**config.mk**
```make
export PLATFORM = sky130hd
export DESIGN_NAME = lhp_top
export DESIGN_NICKNAME = d
export VERILOG_FILES = /design/src/rtl/lhp_pkg.sv /design/src/rtl/lhp_bdt.sv /design/src/rtl/lhp_pht.sv /design/src/rtl/lhp_nextpc.sv /design/src/rtl/lhp_top.sv
export SDC_FILE = /design/constraint.sdc
export NUM_CORES = 2
export LEC_CHECK = 0
export BUFFER_PORTS_ARGS = -buffer_cell sky130_fd_sc_hd__buf_2
export CELL_PAD_IN_SITES_DETAIL_PLACEMENT = 0
export CELL_PAD_IN_SITES_GLOBAL_PLACEMENT = 2
export CORE_ASPECT_RATIO = 1.4
export CORE_UTILIZATION = 25
export DETAILED_ROUTE_END_ITERATION = 8
export HOLD_SLACK_MARGIN = 0.12
export PLACE_DENSITY_LB_ADDON = 0.12
export SETUP_SLACK_MARGIN = 0.05
export SYNTH_ARGS = -nofsm -noshare
export SYNTH_HDL_FRONTEND = slang
export SYNTH_SLANG_ARGS = --single-unit
```
**constraint.sdc**
```tcl
create_clock -name clk -period 14.1 [get_ports clk]
set_clock_uncertainty 0.1 [all_clocks]
set_input_delay 2.115 -clock clk [delete_from_list [all_inputs] [get_ports clk]]
set_output_delay 2.115 -clock clk [all_outputs]
set_load 0.1 [all_outputs]
```
**src/rtl/lhp_pkg.sv**
```systemverilog
package lhp_pkg;

  localparam logic [1:0] CTR_WEAK_NT = 2'b01;

  // saturating 2-bit up/down step
  function automatic logic [1:0] ctr_step(input logic [1:0] cur, input logic up);
    logic [1:0] res;
    if (up) res = (cur == 2'b11) ? cur : cur + 2'd1;
    else    res = (cur == 2'b00) ? cur : cur - 2'd1;
    return res;
  endfunction

endpackage

```
**src/rtl/lhp_bdt.sv**
```systemverilog
module lhp_bdt #(
  parameter int ADDR_W = 32,
  parameter int IDX_W  = 6,
  parameter int OFF_W  = 5,
  parameter int HIST_W = 4
) (
  input  logic              clk,
  input  logic              rst_n,
  input  logic [ADDR_W-1:0] lk_pc,
  output logic              lk_hit,
  output logic [HIST_W-1:0] lk_hist,
  output logic [ADDR_W-1:0] lk_target,
  input  logic              upd_valid,
  input  logic [ADDR_W-1:0] upd_pc,
  input  logic              upd_taken,
  input  logic [ADDR_W-1:0] upd_target,
  output logic              upd_hit,
  output logic [HIST_W-1:0] upd_old_hist
);
  localparam int ENTRIES = 1 << IDX_W;
  localparam int TAG_LO  = OFF_W + IDX_W;
  localparam int TAG_W   = ADDR_W - TAG_LO;

  logic [ENTRIES-1:0] valid_q;
  logic [TAG_W-1:0]   tag_q  [ENTRIES];
  logic [HIST_W-1:0]  hist_q [ENTRIES];
  logic [ADDR_W-1:0]  tgt_q  [ENTRIES];

  logic [IDX_W-1:0] lk_idx, up_idx;
  logic [TAG_W-1:0] lk_tag, up_tag;
  logic             alloc;

  assign lk_idx = lk_pc[OFF_W +: IDX_W];
  assign lk_tag = lk_pc[ADDR_W-1:TAG_LO];
  assign up_idx = upd_pc[OFF_W +: IDX_W];
  assign up_tag = upd_pc[ADDR_W-1:TAG_LO];

  assign lk_hit       = valid_q[lk_idx] && (tag_q[lk_idx] == lk_tag);
  assign lk_hist      = hist_q[lk_idx];
  assign lk_target    = tgt_q[lk_idx];
  assign upd_hit      = valid_q[up_idx] && (tag_q[up_idx] == up_tag);
  assign upd_old_hist = hist_q[up_idx];
  assign alloc        = upd_valid && !upd_hit && upd_taken;

  // per-entry valid flops
  for (genvar e = 0; e < ENTRIES; e++) begin : g_valid
    always_ff @(posedge clk) begin
      if (!rst_n)                           valid_q[e] <= 1'b0;
      else if (alloc && up_idx == IDX_W'(e)) valid_q[e] <= 1'b1;
    end
  end

  // entry payload, qualified by valid so no reset needed
  always_ff @(posedge clk) begin
    if (upd_valid) begin
      if (upd_hit) begin
        hist_q[up_idx] <= {upd_old_hist[HIST_W-2:0], upd_taken};
        if (upd_taken) tgt_q[up_idx] <= upd_target;
      end else if (upd_taken) begin
        tag_q[up_idx]  <= up_tag;
        hist_q[up_idx] <= '0;
        tgt_q[up_idx]  <= upd_target;
      end
    end
  end

endmodule

```
**src/rtl/lhp_pht.sv**
```systemverilog
module lhp_pht #(
  parameter int HIST_W = 4
) (
  input  logic              clk,
  input  logic              rst_n,
  input  logic [HIST_W-1:0] rd_idx,
  output logic [1:0]        rd_ctr,
  input  logic              wr_en,
  input  logic [HIST_W-1:0] wr_idx,
  input  logic              wr_up
);
  import lhp_pkg::*;
  localparam int DEPTH = 1 << HIST_W;

  logic [1:0] ctr_q [DEPTH];

  assign rd_ctr = ctr_q[rd_idx];

  for (genvar c = 0; c < DEPTH; c++) begin : g_ctr
    always_ff @(posedge clk) begin
      if (!rst_n)                          ctr_q[c] <= CTR_WEAK_NT;
      else if (wr_en && wr_idx == HIST_W'(c)) ctr_q[c] <= ctr_step(ctr_q[c], wr_up);
    end
  end

endmodule

```
**src/rtl/lhp_nextpc.sv**
```systemverilog
module lhp_nextpc #(
  parameter int                ADDR_W     = 32,
  parameter int                OFF_W      = 5,
  parameter logic [ADDR_W-1:0] RESET_ADDR = '0
) (
  input  logic              clk,
  input  logic              rst_n,
  input  logic              redir_valid,
  input  logic [ADDR_W-1:0] redir_pc,
  input  logic              lk_hit,
  input  logic              ctr_msb,
  input  logic [ADDR_W-1:0] lk_target,
  output logic [ADDR_W-1:0] fetch_pc,
  output logic [ADDR_W-1:0] next_pc,
  output logic              pred_taken
);
  localparam logic [ADDR_W-1:0] PAIR_BYTES = ADDR_W'(1) << OFF_W;

  function automatic logic [ADDR_W-1:0] seq_of(input logic [ADDR_W-1:0] pc);
    return pc + PAIR_BYTES;
  endfunction

  logic [ADDR_W-1:0] pc_q;

  assign pred_taken = lk_hit && ctr_msb;
  assign next_pc    = redir_valid ? redir_pc :
                      pred_taken  ? lk_target : seq_of(pc_q);
  assign fetch_pc   = pc_q;

  always_ff @(posedge clk) begin
    if (!rst_n) pc_q <= RESET_ADDR;
    else        pc_q <= next_pc;
  end

endmodule

```
**src/rtl/lhp_top.sv**
```systemverilog
module lhp_top #(
  parameter int                ADDR_W     = 32,
  parameter int                IDX_W      = 6,
  parameter int                OFF_W      = 5,
  parameter int                HIST_W     = 4,
  parameter logic [ADDR_W-1:0] RESET_ADDR = 32'h0000_1000
) (
  input  logic              clk,
  input  logic              rst_n,
  input  logic              redir_valid,
  input  logic [ADDR_W-1:0] redir_pc,
  input  logic              upd_valid,
  input  logic [ADDR_W-1:0] upd_pc,
  input  logic              upd_taken,
  input  logic [ADDR_W-1:0] upd_target,
  output logic [ADDR_W-1:0] fetch_pc,
  output logic [ADDR_W-1:0] next_pc,
  output logic              pred_taken,
  output logic              pred_hit
);
  // named internal events
  logic              lk_hit;
  logic [HIST_W-1:0] lk_hist;
  logic [ADDR_W-1:0] lk_target;
  logic [1:0]        lk_ctr;
  logic              upd_hit;
  logic [HIST_W-1:0] upd_old_hist;
  logic              pht_wr;

  assign pht_wr   = upd_valid && upd_hit;
  assign pred_hit = lk_hit;

  lhp_bdt #(.ADDR_W(ADDR_W), .IDX_W(IDX_W), .OFF_W(OFF_W), .HIST_W(HIST_W)) u_bdt (
    .clk(clk), .rst_n(rst_n),
    .lk_pc(fetch_pc), .lk_hit(lk_hit), .lk_hist(lk_hist), .lk_target(lk_target),
    .upd_valid(upd_valid), .upd_pc(upd_pc), .upd_taken(upd_taken),
    .upd_target(upd_target), .upd_hit(upd_hit), .upd_old_hist(upd_old_hist)
  );

  lhp_pht #(.HIST_W(HIST_W)) u_pht (
    .clk(clk), .rst_n(rst_n),
    .rd_idx(lk_hist), .rd_ctr(lk_ctr),
    .wr_en(pht_wr), .wr_idx(upd_old_hist), .wr_up(upd_taken)
  );

  lhp_nextpc #(.ADDR_W(ADDR_W), .OFF_W(OFF_W), .RESET_ADDR(RESET_ADDR)) u_npc (
    .clk(clk), .rst_n(rst_n),
    .redir_valid(redir_valid), .redir_pc(redir_pc),
    .lk_hit(lk_hit), .ctr_msb(lk_ctr[1]), .lk_target(lk_target),
    .fetch_pc(fetch_pc), .next_pc(next_pc), .pred_taken(pred_taken)
  );

endmodule

```
==> impl_metrics.py <==
metrics = {
    "synth": {
        "ys_async_sr_fraction": 0,
        "ys_warn_count": 0,
        "syn_nets": 7447,
        "synth_cell_types": 74,
        "synth_flop_cell": "edfxtp_1",
        "synth_area_um2": 160000,
        "synth_cells": 7345,
        "yosysSeqAreaShare": 0.704,
        "synth_edf_count": 3680,
        "syn_avg_cell_area_um2": 21.7,
        "yosys_register_bits": 3776,
    },
    "sta": {
        "min_period_over_period": 0.757,
        "worst_pin_slew_ns": 1.36,
        "rsz0062_at_grt": "false",
        "hold_ws_ns": 0.376,
        "finalHoldViolations": 0,
        "setup_violations": 0,
        "slew_headroom": 0.0929,
        "post-route-min-period_ns": 10.68,
        "report.final.slew_viol_count": 0,
        "totalNegativeSetupSlack_ns": 0,
        "max_freq_mhz": 93.7,
    },
    "final_layout": {
        "drive_gt1_frac": 0.359,
        "final_net_count": 7860,
        "areaGrowthSynthToFinish_pct": 16.8,
        "fillers": 61800,
    },
    "power": {
        "irDropWorstVdd_mv": 0.109,
        "leakagePower_nw": 55.7,
        "pwr_density_cell_nw_per_um2": 139,
    },
    "clock_network": {
        "post_cts_resized": 0,
        "insertion_delay_ns": 1.05,
        "root_buffer": "clkbuf_16",
        "cts_tree": "built",
        "cts_buffers": 412,
        "hold_buffers": 0,
        "cts.path.max_buffers": 4,
        "cts_max_level": 5,
        "cts_post_setup_buffers_inserted": 0,
        "cts.clk_slew.worst_paths_ns": 0.06,
        "cts.sinks": 3776,
    },
    "placement": {
        "hpwl_um": 388000,
        "gp_congestion": 0.787,
        "numPortBuffers": 161,
    },
    "route": {
        "via_per_inst": 5.06,
        "drc": 0,
        "wl_per_cell_um": 39.1,
        "ant_nets": 0,
        "drtIter0Drc": 8291,
        "num_vias": 83900,
        "first_pass_iters": 6,
        "finalWirelength_um": 649000,
    },
    "grt": {
        "grt_overflow": 0,
        "grt_pass1_wl_um": 855000,
        "antenna_found_initial": 68,
        "grt_pass1_vias": 87900,
        "track_usage": 0.198,
        "grt_max_degree": 104,
    },
    "min_path": {
        "min_path_cells": 2,
        "whs_endpoint": "u_bdt.valid_q[26]",
        "worstHoldStart": "u_bdt.valid_q[26]",
        "hold_path_class": "reg -> reg",
    },
    "worst_setup_path": {
        "endpoint_kind": "primary output",
        "worst_r2r_endpoint": "u_npc.fetch_pc[8]",
        "startpoint_type": "flop",
        "arrival_ns": 8.46,
        "r2r-start": "u_npc.fetch_pc[7]",
        "path_class": "reg -> out",
        "rrSetupSlack_ns": 6.54,
        "r2r_cells": 14,
        "worstPathRequired_ns": 11.89,
        "crit_fanout": 40,
    },
    "floorplan": {
        "die_x_um": 678,
        "core_area_um2": 637000,
        "ioPinCount": 167,
        "num_rows": 347,
        "die_y_um": 948,
        "dieArea_um2": 642000,
        "start_util": 0.251,
    },
    "flow_run": {
        "drv_cap": 0,
    },
    "outcome": {
        "status": "completed",
    },
}
## state kept, by name, indices dropped and copies added, names as in the netlist
| register | count |
|---|---|
| u_bdt.tgt_q | 2048 |
| u_bdt.tag_q | 1344 |
| u_bdt.hist_q | 256 |
| u_bdt.valid_q | 64 |
| u_npc.fetch_pc | 32 |
| u_pht.ctr_q | 32 |
## final cells by class
class	count	area [µm²]	share of cell area
clock buffers	504	11000	0.0588
clock inverters	265	2560	0.0137
well taps	8376	10500	0.0562
flip-flops and latches	3776	112000	0.603
diodes	104	260	0.00139
inverters	14	67.6	0.000362
repair buffers	512	3660	0.0196
multi-input cells	3042	46100	0.247
## Yosys cell counts (8+ instances only)
library cell / number / area share
nand4_1: 27 / 0.0011
clkbuf_1: 274 / 0.0064
a22o_1: 12 / 0.00066
inv_1: 11 / 0.00026
nor4_1: 8 / 0.00031
buf_1: 57 / 0.0013
o41ai_1: 16 / 0.00088
and3_1: 55 / 0.0022
nor3_1: 31 / 0.00097
mux2_2: 30 / 0.0021
o21a_1: 43 / 0.0020
a211oi_1: 9 / 0.00042
a21oi_1: 41 / 0.0013
nor2b_1: 36 / 0.0014
edfxtp_1: 3680 / 0.69
nand2_1: 167 / 0.0039
o21ai_0: 74 / 0.0023
xor2_1: 25 / 0.0014
dfxtp_1: 96 / 0.012
a32oi_1: 10 / 0.00055
nand3_1: 92 / 0.0029
o22ai_1: 15 / 0.00059
o221ai_1: 13 / 0.00071
buf_4: 23 / 0.0011
a22oi_1: 71 / 0.0033
a311oi_1: 31 / 0.0017
buf_2: 154 / 0.0048
mux4_2: 1585 / 0.22
or2_2: 9 / 0.00035
and2_1: 15 / 0.00059
a31oi_1: 47 / 0.0018
a221oi_1: 18 / 0.00099
mux2i_1: 148 / 0.0093
xnor2_1: 63 / 0.0035
o211ai_1: 8 / 0.00038
nand2b_1: 8 / 0.00031
nor2_1: 250 / 0.0059
## worst max path at each step
stage               slack (ns)           to  cells after the start              start
detailed placement        4.39  next_pc[13]                     15  u_npc.fetch_pc[7]
finish                    3.42  next_pc[13]                     15  u_npc.fetch_pc[7]
CTS                       3.22  next_pc[13]                     15  u_npc.fetch_pc[7]
global route              3.16  next_pc[11]                     15  u_npc.fetch_pc[7]
floorplan                 5.29  next_pc[23]                     17  u_npc.fetch_pc[6]
global placement          4.32  next_pc[13]                     15  u_npc.fetch_pc[7]
## routing by layer
metal / global-route usage / vias to the layer above / part of all wire
met5: 0 / - / 0.00017
met4: 0.0727 / 16 / 0.037
met3: 0.0294 / 748 / 0.045
met2: 0.353 / 2631 / 0.52
met1: 0.242 / 47600 / 0.39
li1: - / 32900 / -
## cell usage in the layout, fill, tap and decap left out, types with 73 or more instances in the layout
cell type and n:
nand3_1 83, nand2_1 167, buf_4 339, nor2_4 128, clkbuf_16 424, clkinv_1 97, nor2_1 119, edfxtp_1 3680
dfxtp_1 90, clkinv_2 82, clkbuf_1 73, mux4_2 1585, mux2i_1 148, diode_2 104, buf_2 155, o21ai_0 74
## cells by family after synthesis
| family | after synthesis | share of synthesized area |
|---|---|---|
| xor+xnor | 88 | 0.00482 |
| fa+ha+maj | 1 | 0.0000783 |
| buf+inv | 527 | 0.0144 |
| simple gates | 730 | 0.0215 |
| compound gates | 460 | 0.0206 |
| flops | 3776 | 0.704 |
| mux | 1763 | 0.235 |
## worst max-delay path, cell delays in order, from the launching register on
cell and delay, ns:
dfxtp_4 0.90, buf_4 0.68, buf_4 0.68, mux4_2 0.41, a32o_1 0.26, a21oi_1 0.50
a211o_1 0.24, nand4_1 0.07, a2111oi_0 0.47, and4_1 0.26, nand4_1 0.39, inv_2 0.33
buf_4 0.60, nand3_1 0.20, a31oi_1 0.59, buf_2 0.55
## metrics by stage
stage                     setup slack [ns]   util  instance area [µm²]  std cells  power (mW)
after floorplan                       5.29      -               160000       7345        14.0
after global placement                4.32  0.271               173000      15700        15.1
after detailed placement              4.39  0.271               173000      15700        15.2
after CTS                             3.22  0.293               186000      16500        26.3
after global routing                  3.16  0.293               187000      16600        26.7
final                                 3.42  0.293               187000      16600        25.9
## power by group
group          switching, mW  leakage [nW]  internal (mW)
Combinational           1.60          15.2          0.838
Clock                   4.74          6.62           6.35
Sequential            0.0460          33.9           12.4
No activity file was read; power rests on OpenSTA's default activity.
